File: src/rtl/xp_pkg.sv
package xp_pkg;

    localparam int XP_DATA_W = 32;
    localparam int XP_REG_N  = 8;
    localparam int XP_DEPTH  = 4;
    localparam int XP_IDX_W  = $clog2(XP_REG_N);

    typedef enum logic [1:0] {
        OP_PUSH = 2'b00,
        OP_ADD  = 2'b01,
        OP_SUB  = 2'b10,
        OP_RSVD = 2'b11
    } xp_op_e;

    typedef logic [XP_DATA_W-1:0] xp_word_t;

    typedef struct packed {
        logic     live;
        xp_word_t value;
    } xp_slot_t;

    localparam xp_slot_t XP_BUBBLE = '{live: 1'b0, value: '0};

    function automatic logic xp_is_arith(input xp_op_e op);
        return (op == OP_ADD) || (op == OP_SUB);
    endfunction

endpackage

File: src/rtl/xp_alu.sv
module xp_alu
    import xp_pkg::*;
(
    input  xp_op_e   op,
    input  xp_word_t opnd_a,
    input  xp_word_t opnd_b,
    output xp_slot_t result
);

    always_comb begin
        result = XP_BUBBLE;
        unique case (op)
            OP_ADD: begin
                result.live  = 1'b1;
                result.value = opnd_a + opnd_b;
            end
            OP_SUB: begin
                result.live  = 1'b1;
                result.value = opnd_a - opnd_b;
            end
            default: result = XP_BUBBLE;
        endcase
    end

endmodule

File: src/rtl/xp_shift_pipe.sv
module xp_shift_pipe
    import xp_pkg::*;
#(
    parameter int DEPTH = XP_DEPTH
) (
    input  logic     clk,
    input  logic     rst,
    input  logic     advance,
    input  xp_slot_t in_slot,
    output xp_slot_t out_slot,
    output logic     head_live
);

    xp_slot_t [DEPTH-1:0] st_q;
    logic     [DEPTH-1:0] live_vec;

    always_ff @(posedge clk) begin
        if (rst) begin
            st_q[0] <= XP_BUBBLE;
        end else if (advance) begin
            st_q[0] <= in_slot;
        end
    end

    generate
        for (genvar s = 1; s < DEPTH; s++) begin : g_stage
            always_ff @(posedge clk) begin
                if (rst) begin
                    st_q[s] <= XP_BUBBLE;
                end else if (advance) begin
                    st_q[s] <= st_q[s-1];
                end
            end
        end
        for (genvar s = 0; s < DEPTH; s++) begin : g_live
            assign live_vec[s] = st_q[s].live;
        end
    endgenerate

    assign out_slot  = st_q[DEPTH-1];
    assign head_live = st_q[0].live;

    // frozen while no issue
    a_r2_hold_still: assert property (@(posedge clk) disable iff (rst)
        !advance |=> $stable(st_q));

    // new operation lands in the first slot on issue
    a_r3_inject: assert property (@(posedge clk) disable iff (rst)
        advance |=> (st_q[0] == $past(in_slot)));

    // last slot takes what the slot before it held
    a_r3_shift: assert property (@(posedge clk) disable iff (rst)
        advance |=> (out_slot == $past(st_q[DEPTH-2])));

    // reset empties every slot
    a_r1_reset_empty: assert property (@(posedge clk)
        rst |=> (live_vec == '0));

endmodule

File: src/rtl/xp_regfile.sv
module xp_regfile
    import xp_pkg::*;
#(
    parameter int REG_N = XP_REG_N,
    localparam int IDX_W = $clog2(REG_N)
) (
    input  logic             clk,
    input  logic             rst,
    input  logic [IDX_W-1:0] rd_a_idx,
    input  logic [IDX_W-1:0] rd_b_idx,
    input  logic [IDX_W-1:0] dbg_idx,
    output xp_word_t         rd_a,
    output xp_word_t         rd_b,
    output xp_word_t         dbg_rd,
    input  logic             ret_we,
    input  logic [IDX_W-1:0] ret_idx,
    input  xp_word_t         ret_data,
    input  logic             dbg_we,
    input  xp_word_t         dbg_wdata
);

    xp_word_t mem [REG_N];

    assign mem[0] = '0;

    generate
        for (genvar r = 1; r < REG_N; r++) begin : g_reg
            always_ff @(posedge clk) begin
                if (rst) begin
                    mem[r] <= '0;
                end else if (ret_we && (ret_idx == IDX_W'(r))) begin
                    mem[r] <= ret_data;
                end else if (dbg_we && (dbg_idx == IDX_W'(r))) begin
                    mem[r] <= dbg_wdata;
                end
            end
        end
    endgenerate

    assign rd_a   = mem[rd_a_idx];
    assign rd_b   = mem[rd_b_idx];
    assign dbg_rd = mem[dbg_idx];

endmodule

File: src/rtl/xp_exposed_adder.sv
module xp_exposed_adder
    import xp_pkg::*;
#(
    parameter int REG_N = XP_REG_N,
    parameter int DEPTH = XP_DEPTH,
    localparam int IDX_W = $clog2(REG_N)
) (
    input  logic             clk,
    input  logic             rst,
    input  logic             issue_valid,
    input  logic [1:0]       issue_op,
    input  logic [IDX_W-1:0] src_a_idx,
    input  logic [IDX_W-1:0] src_b_idx,
    input  logic [IDX_W-1:0] dst_idx,
    input  logic [IDX_W-1:0] dbg_idx,
    input  logic             dbg_wr_en,
    input  logic [31:0]      dbg_wr_data,
    output logic [31:0]      dbg_rd_data
);

    xp_op_e   op;
    xp_word_t opnd_a, opnd_b;
    xp_slot_t new_slot, old_slot;
    logic     retire_we;
    logic     head_live;

    assign op = xp_op_e'(issue_op);

    xp_regfile #(.REG_N(REG_N)) u_rf (
        .clk       (clk),
        .rst       (rst),
        .rd_a_idx  (src_a_idx),
        .rd_b_idx  (src_b_idx),
        .dbg_idx   (dbg_idx),
        .rd_a      (opnd_a),
        .rd_b      (opnd_b),
        .dbg_rd    (dbg_rd_data),
        .ret_we    (retire_we),
        .ret_idx   (dst_idx),
        .ret_data  (old_slot.value),
        .dbg_we    (dbg_wr_en),
        .dbg_wdata (dbg_wr_data)
    );

    xp_alu u_alu (
        .op     (op),
        .opnd_a (opnd_a),
        .opnd_b (opnd_b),
        .result (new_slot)
    );

    xp_shift_pipe #(.DEPTH(DEPTH)) u_pipe (
        .clk       (clk),
        .rst       (rst),
        .advance   (issue_valid),
        .in_slot   (new_slot),
        .out_slot  (old_slot),
        .head_live (head_live)
    );

    assign retire_we = issue_valid && old_slot.live && (dst_idx != '0);

    // bubble opcodes put an empty slot at the head
    a_r6_bubble_enters: assert property (@(posedge clk) disable iff (rst)
        (issue_valid && !xp_is_arith(op)) |=> !head_live);

    // arithmetic opcodes put a live slot at the head
    a_r4_arith_enters: assert property (@(posedge clk) disable iff (rst)
        (issue_valid && xp_is_arith(op)) |=> head_live);

    // register 0 reads zero through the debug port
    a_r7_zero_reg: assert property (@(posedge clk) disable iff (rst)
        (dbg_idx == '0) |-> (dbg_rd_data == '0));

endmodule

File: config.mk
export PLATFORM = sky130hd
export DESIGN_NAME = xp_exposed_adder
export DESIGN_NICKNAME = d
export VERILOG_FILES = /design/src/rtl/xp_pkg.sv /design/src/rtl/xp_alu.sv /design/src/rtl/xp_shift_pipe.sv /design/src/rtl/xp_regfile.sv /design/src/rtl/xp_exposed_adder.sv
export SDC_FILE = /design/constraint.sdc
export NUM_CORES = 1
export LEC_CHECK = 0
export BUFFER_PORTS_ARGS = -buffer_cell sky130_fd_sc_hd__buf_2
export CELL_PAD_IN_SITES_DETAIL_PLACEMENT = 0
export CELL_PAD_IN_SITES_GLOBAL_PLACEMENT = 1
export CORE_ASPECT_RATIO = 0.8
export CORE_MARGIN = 1
export CORE_UTILIZATION = 49
export DETAILED_ROUTE_END_ITERATION = 8
export PLACE_DENSITY = 0.86
export SLEW_MARGIN = 40
export SYNTH_ARGS = -nofsm -noshare
export SYNTH_HDL_FRONTEND = slang
export SYNTH_SLANG_ARGS = --single-unit
File: constraint.sdc
create_clock -name clk -period 6.6 [get_ports clk]
set_clock_uncertainty 0.05 [all_clocks]
set_input_delay 1.32 -clock clk [delete_from_list [all_inputs] [get_ports clk]]
set_output_delay 1.32 -clock clk [all_outputs]
set_load 0.05 [all_outputs]
==> results of run 1 <==
[synthesized netlist by cell type (4+ instances only)]
cell                       count
sky130_fd_sc_hd__a22o_1       15
sky130_fd_sc_hd__mux2_2       88
sky130_fd_sc_hd__mux2_1        4
sky130_fd_sc_hd__mux2i_1     386
sky130_fd_sc_hd__a21o_1       21
sky130_fd_sc_hd__buf_2        16
sky130_fd_sc_hd__buf_6         4
sky130_fd_sc_hd__nand4b_1      5
sky130_fd_sc_hd__clkbuf_2     32
sky130_fd_sc_hd__a21oi_1      66
sky130_fd_sc_hd__a211oi_1    228
sky130_fd_sc_hd__inv_1        45
sky130_fd_sc_hd__xor2_1       20
sky130_fd_sc_hd__mux2_4        4
sky130_fd_sc_hd__o21bai_1      4
sky130_fd_sc_hd__mux4_2       66
sky130_fd_sc_hd__dfxtp_1     356
sky130_fd_sc_hd__nand2_1      22
sky130_fd_sc_hd__buf_1        43
sky130_fd_sc_hd__nor2b_1       5
sky130_fd_sc_hd__a221oi_1    121
sky130_fd_sc_hd__nor2_1      451
sky130_fd_sc_hd__o21ai_0      15
sky130_fd_sc_hd__xnor2_1      38
sky130_fd_sc_hd__clkbuf_1    152
sky130_fd_sc_hd__a22oi_1      12
sky130_fd_sc_hd__nand3b_1      5
sky130_fd_sc_hd__nand4_1       6
sky130_fd_sc_hd__and2_1        4
sky130_fd_sc_hd__nand3_1       6
sky130_fd_sc_hd__nor3_1        9
sky130_fd_sc_hd__ha_1         33
sky130_fd_sc_hd__o21a_1        7
[logic make-up after synthesis]
kind of cell / Yosys count / share of synthesized area [%]
XOR/XNOR: 58 / 2.32
flip-flops: 356 / 32.5
AO/OA/AOI/OAI: 525 / 18.1
buffers and inverters: 296 / 5.53
adder cells (fa/ha/maj): 34 / 1.97
multiplexers: 548 / 29.4
AND/OR/NAND/NOR: 537 / 10.2
[worst paths after layout]
check                                    start                      endpoint
hold / removal    u_pipe.st_q[62]$_SDFFE_PP0P_  u_pipe.st_q[95]$_SDFFE_PP0P_
setup reg to reg     u_rf.mem[64]$_SDFFE_PP0P_  u_pipe.st_q[25]$_SDFFE_PP0P_
setup / recovery                  src_b_idx[2]  u_pipe.st_q[25]$_SDFFE_PP0P_
hold reg to reg   u_pipe.st_q[62]$_SDFFE_PP0P_  u_pipe.st_q[95]$_SDFFE_PP0P_
[final cells by class]
class	count	area (um^2)	area share (%)
Sequential cell	356	7130	29.5
Inverter	46	173	0.716
Antenna cell	1	2.50	0.0104
Clock buffer	57	1140	4.74
Timing Repair Buffer	162	1130	4.67
Multi-Input combinational cell	1702	13700	56.6
Tap cell	595	744	3.08
Clock inverter	16	154	0.638
[worst min-delay path: stages, from the launching register on]
cell and delay [ns]:
sky130_fd_sc_hd__dfxtp_1 0.32, sky130_fd_sc_hd__mux2i_1 0.07, sky130_fd_sc_hd__nor2_1 0.08
[sequential cells by signal (all words and copies together) (netlist names)]
signal            count
u_pipe.head_live      1
u_pipe.live_vec       2
u_pipe.out_slot      33
u_pipe.st_q          96
u_rf.mem            224
[power by group]
group	switching, uW	total [uW]	internal, uW
Clock	987	2250	1270
Combinational	583	966	383
Sequential	56.9	2270	2210
Total	1630	5490	3860
[through the flow]
stage                     worst slack (ns)  cell area [um^2]  total power (uW)  hold WS [ns]  utilization (%)
after floorplan                      0.663             21900              2980         0.399                -
final                                0.687             24100              5490         0.428             55.3
after global placement               0.213             22800              3240         0.418             52.2
after CTS                            0.765             24100              5480         0.433             55.2
after global routing                 0.318             24100              5670         0.455             55.3
after detailed placement             0.191             22800              3260         0.420             52.2
[layer usage]
layer  GRT usage (%)  vias to the layer above
li1                -                     8695
met1            43.3                     9366
met2            47.6                     1021
met3            6.34                      141
met4            9.42                        2
met5               0                        -
==> flow_summary.json, run 1 <==
{
  "met3RoutedLength_um": 6650,
  "drt-wirelength-per-cell_um": 24.4,
  "postCtsHoldBufs": 0,
  "synth.lib_cells_used.distinct": 73,
  "worst_skew_pair.late_latency_ns": 0.56,
  "worst-r2r-setup-slack_ns": 1.73,
  "placed_cells_incl_taps": 2860,
  "die_width_um": 239,
  "worstPathBufferInverterCount": 2,
  "max_slew_violation_total_from_the_final_report": 0,
  "worst_setup_hold_path_clk_slew_ns": 0.06,
  "syn-cell-area_mm2": 0.0219,
  "number_of_flops_mapped_to_enable_cells_by_yosys": 0,
  "area_growth_pct": 10.0,
  "power_density_mw_per_mm2": 227,
  "cp-end-kind": "flop",
  "drt-total-wl_um": 71600,
  "fin_nets": 2392,
  "cp_cell_sequence": "buf_2, buf_4, mux2_2, a221oi_1, a221oi_1, nor4_2, nand3b_1, o41ai_1, xor2_1, ha_1, and4_1, a21oi_1, o211ai_1, o21ai_0, o311ai_0, a2111oi_0, o21bai_1, xor2_1, a22o_1",
  "m1WireLength_um": 31500,
  "cts.root.buffer_cell": "sky130_fd_sc_hd__clkbuf_16",
  "grtUsageTotal_pct": 30.9,
  "dominant_synthesized_flop_cell": "sky130_fd_sc_hd__dfxtp_1",
  "top_signal_layer_used": "met5",
  "result_of_the_run": "completed",
  "worst-r2r-cell-count": 19,
  "fp.dieH_um": 191,
  "tightestPinTransition_ns": 0.860,
  "place_hpwl_um": 45000,
  "drive_above_1_share_pct": 17.6,
  "gp_congestion": 0.911,
  "cp.depth": 19,
  "drc_errors": 0,
  "setup_viol": 0,
  "worst_setup_path_type": "input pin to flop",
  "max_cap_viols": 0,
  "irDropWorstVdd_mv": 0.181,
  "max_freq_mhz": 169,
  "numCtsBuffers": 40,
  "layout.filler_cells": 3835,
  "worst-endpoint-required_ns": 7.01,
  "cts_tree": "yes",
  "core_region_area_mm2": 0.0436,
  "layout.cells.most_common": "sky130_fd_sc_hd__nor2_1",
  "worst_path_dominant_cell_family": "compound AO/OA/AOI/OAI gates",
  "rsz0062_at_grt": "no",
  "hold_violations": 0,
  "first_global_vias": 18100,
  "post-synth-top-area-fraction_pct": 32.5,
  "final_tns_setup_ns": 0,
  "mappedNetlistNets": 2438,
  "ctsLongestPathBuffers": 3,
  "timing.max_slew.rel_slack_pct": 42.7,
  "synth_largest_area_cell": "sky130_fd_sc_hd__dfxtp_1",
  "top_library_cells_by_usage_in_the_layout_fill_and_taps_aside": "sky130_fd_sc_hd__nor2_1, sky130_fd_sc_hd__mux2i_1, sky130_fd_sc_hd__dfxtp_1",
  "rows": 68,
  "initial_utilization_pct": 50.2,
  "critical_path_peak_fanout": 17,
  "hold_path_depth": 2,
  "pin_count_of_the_biggest_net_entering_global_routing": 102,
  "worstSetupStartpointType": "input pin",
  "tritoncts_num_sinks": 356,
  "grt_pass1_wl_um": 110000,
  "met2WireLength_um": 31700,
  "grt_overflow_total": 0,
  "first_pass_iters": 5,
  "via_per_inst": 6.55,
  "hold_path_class": "flop to flop",
  "synthesis_stage_register_bit_count": 356,
  "p_leak_uw": 0.0105,
  "finalNonFillerCells": 2935,
  "drtAntennaViolNets": 0,
  "worstPathArrival_ns": 6.32,
  "largest_incremental_delay_on_the_critical_path_ns": 0.48,
  "drtIter0Drc": 2075,
  "cts_setup_buffers": 0,
  "io_pins": 82,
  "timing.final.crit_period_ns": 5.91,
  "synthCells": 2354,
  "finalCritPeriodShare_pct": 89.6,
  "share_of_flip_flops_with_an_asynchronous_set_or_reset_after_synthesis_pct": 0,
  "detailroute.via_count": 19200,
  "ctsResizeCount": 0,
  "htree_num_levels": 2,
  "share_of_the_yosys_chip_area_belonging_to_registers_pct": 32.5,
  "design.die.area_mm2": 0.0456,
  "synth.yosys.warnings": 0,
  "slowest_stage": "sky130_fd_sc_hd__a2111oi_0",
  "antenna_found_initial": 1,
  "synth_top_cells_by_area": "sky130_fd_sc_hd__dfxtp_1, sky130_fd_sc_hd__mux2i_1, sky130_fd_sc_hd__a211oi_1, sky130_fd_sc_hd__nor2_1, sky130_fd_sc_hd__mux4_2",
  "port-buffer-count": 81,
  "post_synth.cell_area_avg_um2": 9.32
}
Power figures use the tool's default switching activity.
==> run 2: changes to the inputs <==
REMOVE_ABC_BUFFERS = 1   (was default)
==> flow_summary.json, run 2 (synthesis gave the netlist of run 1 again) <==
{
  "timing.final.crit_period_ns": 6.04,
  "postCtsHoldBufs": 0,
  "io_pins": 82,
  "worstPathArrival_ns": 6.42,
  "critical_path_peak_fanout": 12,
  "final_tns_setup_ns": 0,
  "worst_r2r_startpoint": "u_rf.mem[206]$_SDFFE_PP0P_",
  "drtAntennaViolNets": 0,
  "first_pass_iters": 6,
  "pin_count_of_the_biggest_net_entering_global_routing": 131,
  "finalCritPeriodShare_pct": 91.5,
  "max_cap_viols": 0,
  "port-buffer-count": 81,
  "drt-wirelength-per-cell_um": 24.1,
  "antenna_found_initial": 1,
  "via_per_inst": 6.53,
  "max_freq_mhz": 166,
  "initial_utilization_pct": 50.2,
  "layout.filler_cells": 3872,
  "fin_nets": 2408,
  "tightestPinTransition_ns": 0.870,
  "worst-r2r-cell-count": 17,
  "htree_num_levels": 2,
  "max_slew_violation_total_from_the_final_report": 0,
  "detailroute.via_count": 19200,
  "cts.root.buffer_cell": "sky130_fd_sc_hd__clkbuf_16",
  "drc_errors": 0,
  "drt-total-wl_um": 70900,
  "timing.max_slew.rel_slack_pct": 42.0,
  "largest_reg_flops": 224,
  "layout.cells.most_common": "sky130_fd_sc_hd__nor2_1",
  "hold_path_class": "flop to flop",
  "grt_pass1_wl_um": 111000,
  "die_width_um": 239,
  "setup_viol": 0,
  "rsz0062_at_grt": "no",
  "layout.core_utilization_pct": 55.6,
  "p_leak_uw": 0.0106,
  "core_region_area_mm2": 0.0436,
  "cts_tree": "yes",
  "worst_skew_pair.late_latency_ns": 0.57,
  "power_density_mw_per_mm2": 229,
  "grt_overflow_total": 0,
  "tritoncts_num_sinks": 356,
  "ctsLongestPathBuffers": 3,
  "top_library_cells_by_usage_in_the_layout_fill_and_taps_aside": "sky130_fd_sc_hd__nor2_1, sky130_fd_sc_hd__mux2i_1, sky130_fd_sc_hd__dfxtp_1",
  "drive_above_1_share_pct": 18.2,
  "place_hpwl_um": 45700,
  "regToRegEndpoint": "u_pipe.st_q[30]$_SDFFE_PP0P_",
  "worstSetupStartpointType": "input pin",
  "drtIter0Drc": 2050,
  "area_growth_pct": 10.7,
  "worst-endpoint-required_ns": 6.99,
  "fp.dieH_um": 191,
  "grtUsageTotal_pct": 31.1,
  "worst_setup_hold_path_clk_slew_ns": 0.06,
  "rows": 68,
  "hold_violations": 0,
  "ctsResizeCount": 0,
  "first_global_vias": 18400,
  "hold_start": "u_pipe.st_q[96]$_SDFFE_PP0P_",
  "regMostFlops": "u_rf.mem",
  "worst_setup_path_type": "input pin to flop",
  "gp_congestion": 0.990,
  "worst-r2r-setup-slack_ns": 1.61,
  "result_of_the_run": "completed",
  "hold_path_end": "u_pipe.out_slot[30]$_SDFFE_PP0P_",
  "n_antenna_cell": 0,
  "irDropWorstVdd_mv": 0.170,
  "cts_setup_buffers": 0,
  "numCtsBuffers": 39,
  "cp-end-kind": "flop",
  "hold_path_depth": 2,
  "design.die.area_mm2": 0.0456
}
[run 2: per-stage QoR]
| stage | power [uW] | worst slack, ns | instance area, um^2 | instances | hold WS [ns] |
|---|---|---|---|---|---|
| after floorplan | 2880 | 0.0624 | 20900 | 2104 | 0.399 |
| after global placement | 3260 | 0.106 | 22900 | 2871 | 0.416 |
| after detailed placement | 3270 | 0.0318 | 22900 | 2874 | 0.420 |
| after CTS | 5570 | 0.611 | 24200 | 2944 | 0.434 |
| after global routing | 5760 | 0.308 | 24300 | 2948 | 0.452 |
| final | 5560 | 0.563 | 24300 | 2948 | 0.427 |
[run 2: worst max-delay path by stage]
| stage | from | endpoint | slack [ns] | cells past startpoint |
|---|---|---|---|---|
| after floorplan | dbg_idx[1] | u_rf.mem[192]$_SDFFE_PP0P_ | 0.06 | 3 |
| after global routing | src_b_idx[2] | u_pipe.st_q[25]$_SDFFE_PP0P_ | 0.31 | 19 |
| final | src_b_idx[2] | u_pipe.st_q[30]$_SDFFE_PP0P_ | 0.56 | 20 |
| after global placement | src_b_idx[2] | u_pipe.st_q[30]$_SDFFE_PP0P_ | 0.11 | 20 |
| after detailed placement | src_b_idx[2] | u_pipe.st_q[30]$_SDFFE_PP0P_ | 0.03 | 20 |
| after CTS | src_b_idx[2] | u_pipe.st_q[30]$_SDFFE_PP0P_ | 0.61 | 20 |
[run 2: power by group]
part | internal (uW) | total, uW | switching, uW
Clock | 1360 | 2310 | 948
Combinational | 389 | 981 | 591
Sequential | 2210 | 2270 | 59.9
[run 2: per-layer routing]
layer	track usage [%]	part of all wire (%)
met1	43.4	44
met2	48.9	45
met3	5.37	8.3
met4	9.39	2.5
met5	0	0.018
[run 2: area by class of cell]
type	count	area [um^2]	share of cell area, %
clock buffers	53	1130	4.66
repair buffers	179	1250	5.16
clock inverters	17	198	0.814
well taps	595	744	3.07
flip-flops and latches	356	7130	29.3
multi-input cells	1702	13700	56.2
inverters	46	173	0.711
[run 2: worst max-delay path: stages]
cell and delay [ns]:
sky130_fd_sc_hd__buf_2 0.39, sky130_fd_sc_hd__buf_12 0.22, sky130_fd_sc_hd__mux2_2 0.34, sky130_fd_sc_hd__a221oi_1 0.23, sky130_fd_sc_hd__a221oi_1 0.11, sky130_fd_sc_hd__nor4_1 0.45
sky130_fd_sc_hd__buf_4 0.19, sky130_fd_sc_hd__or4b_4 0.48, sky130_fd_sc_hd__nor2_1 0.21, sky130_fd_sc_hd__nor2_1 0.08, sky130_fd_sc_hd__xnor2_1 0.14, sky130_fd_sc_hd__ha_1 0.38
sky130_fd_sc_hd__a21o_1 0.19, sky130_fd_sc_hd__a21o_1 0.17, sky130_fd_sc_hd__a211o_1 0.29, sky130_fd_sc_hd__a31o_2 0.21, sky130_fd_sc_hd__a41oi_1 0.43, sky130_fd_sc_hd__o21ai_0 0.20
sky130_fd_sc_hd__xor2_1 0.17, sky130_fd_sc_hd__a22o_1 0.19
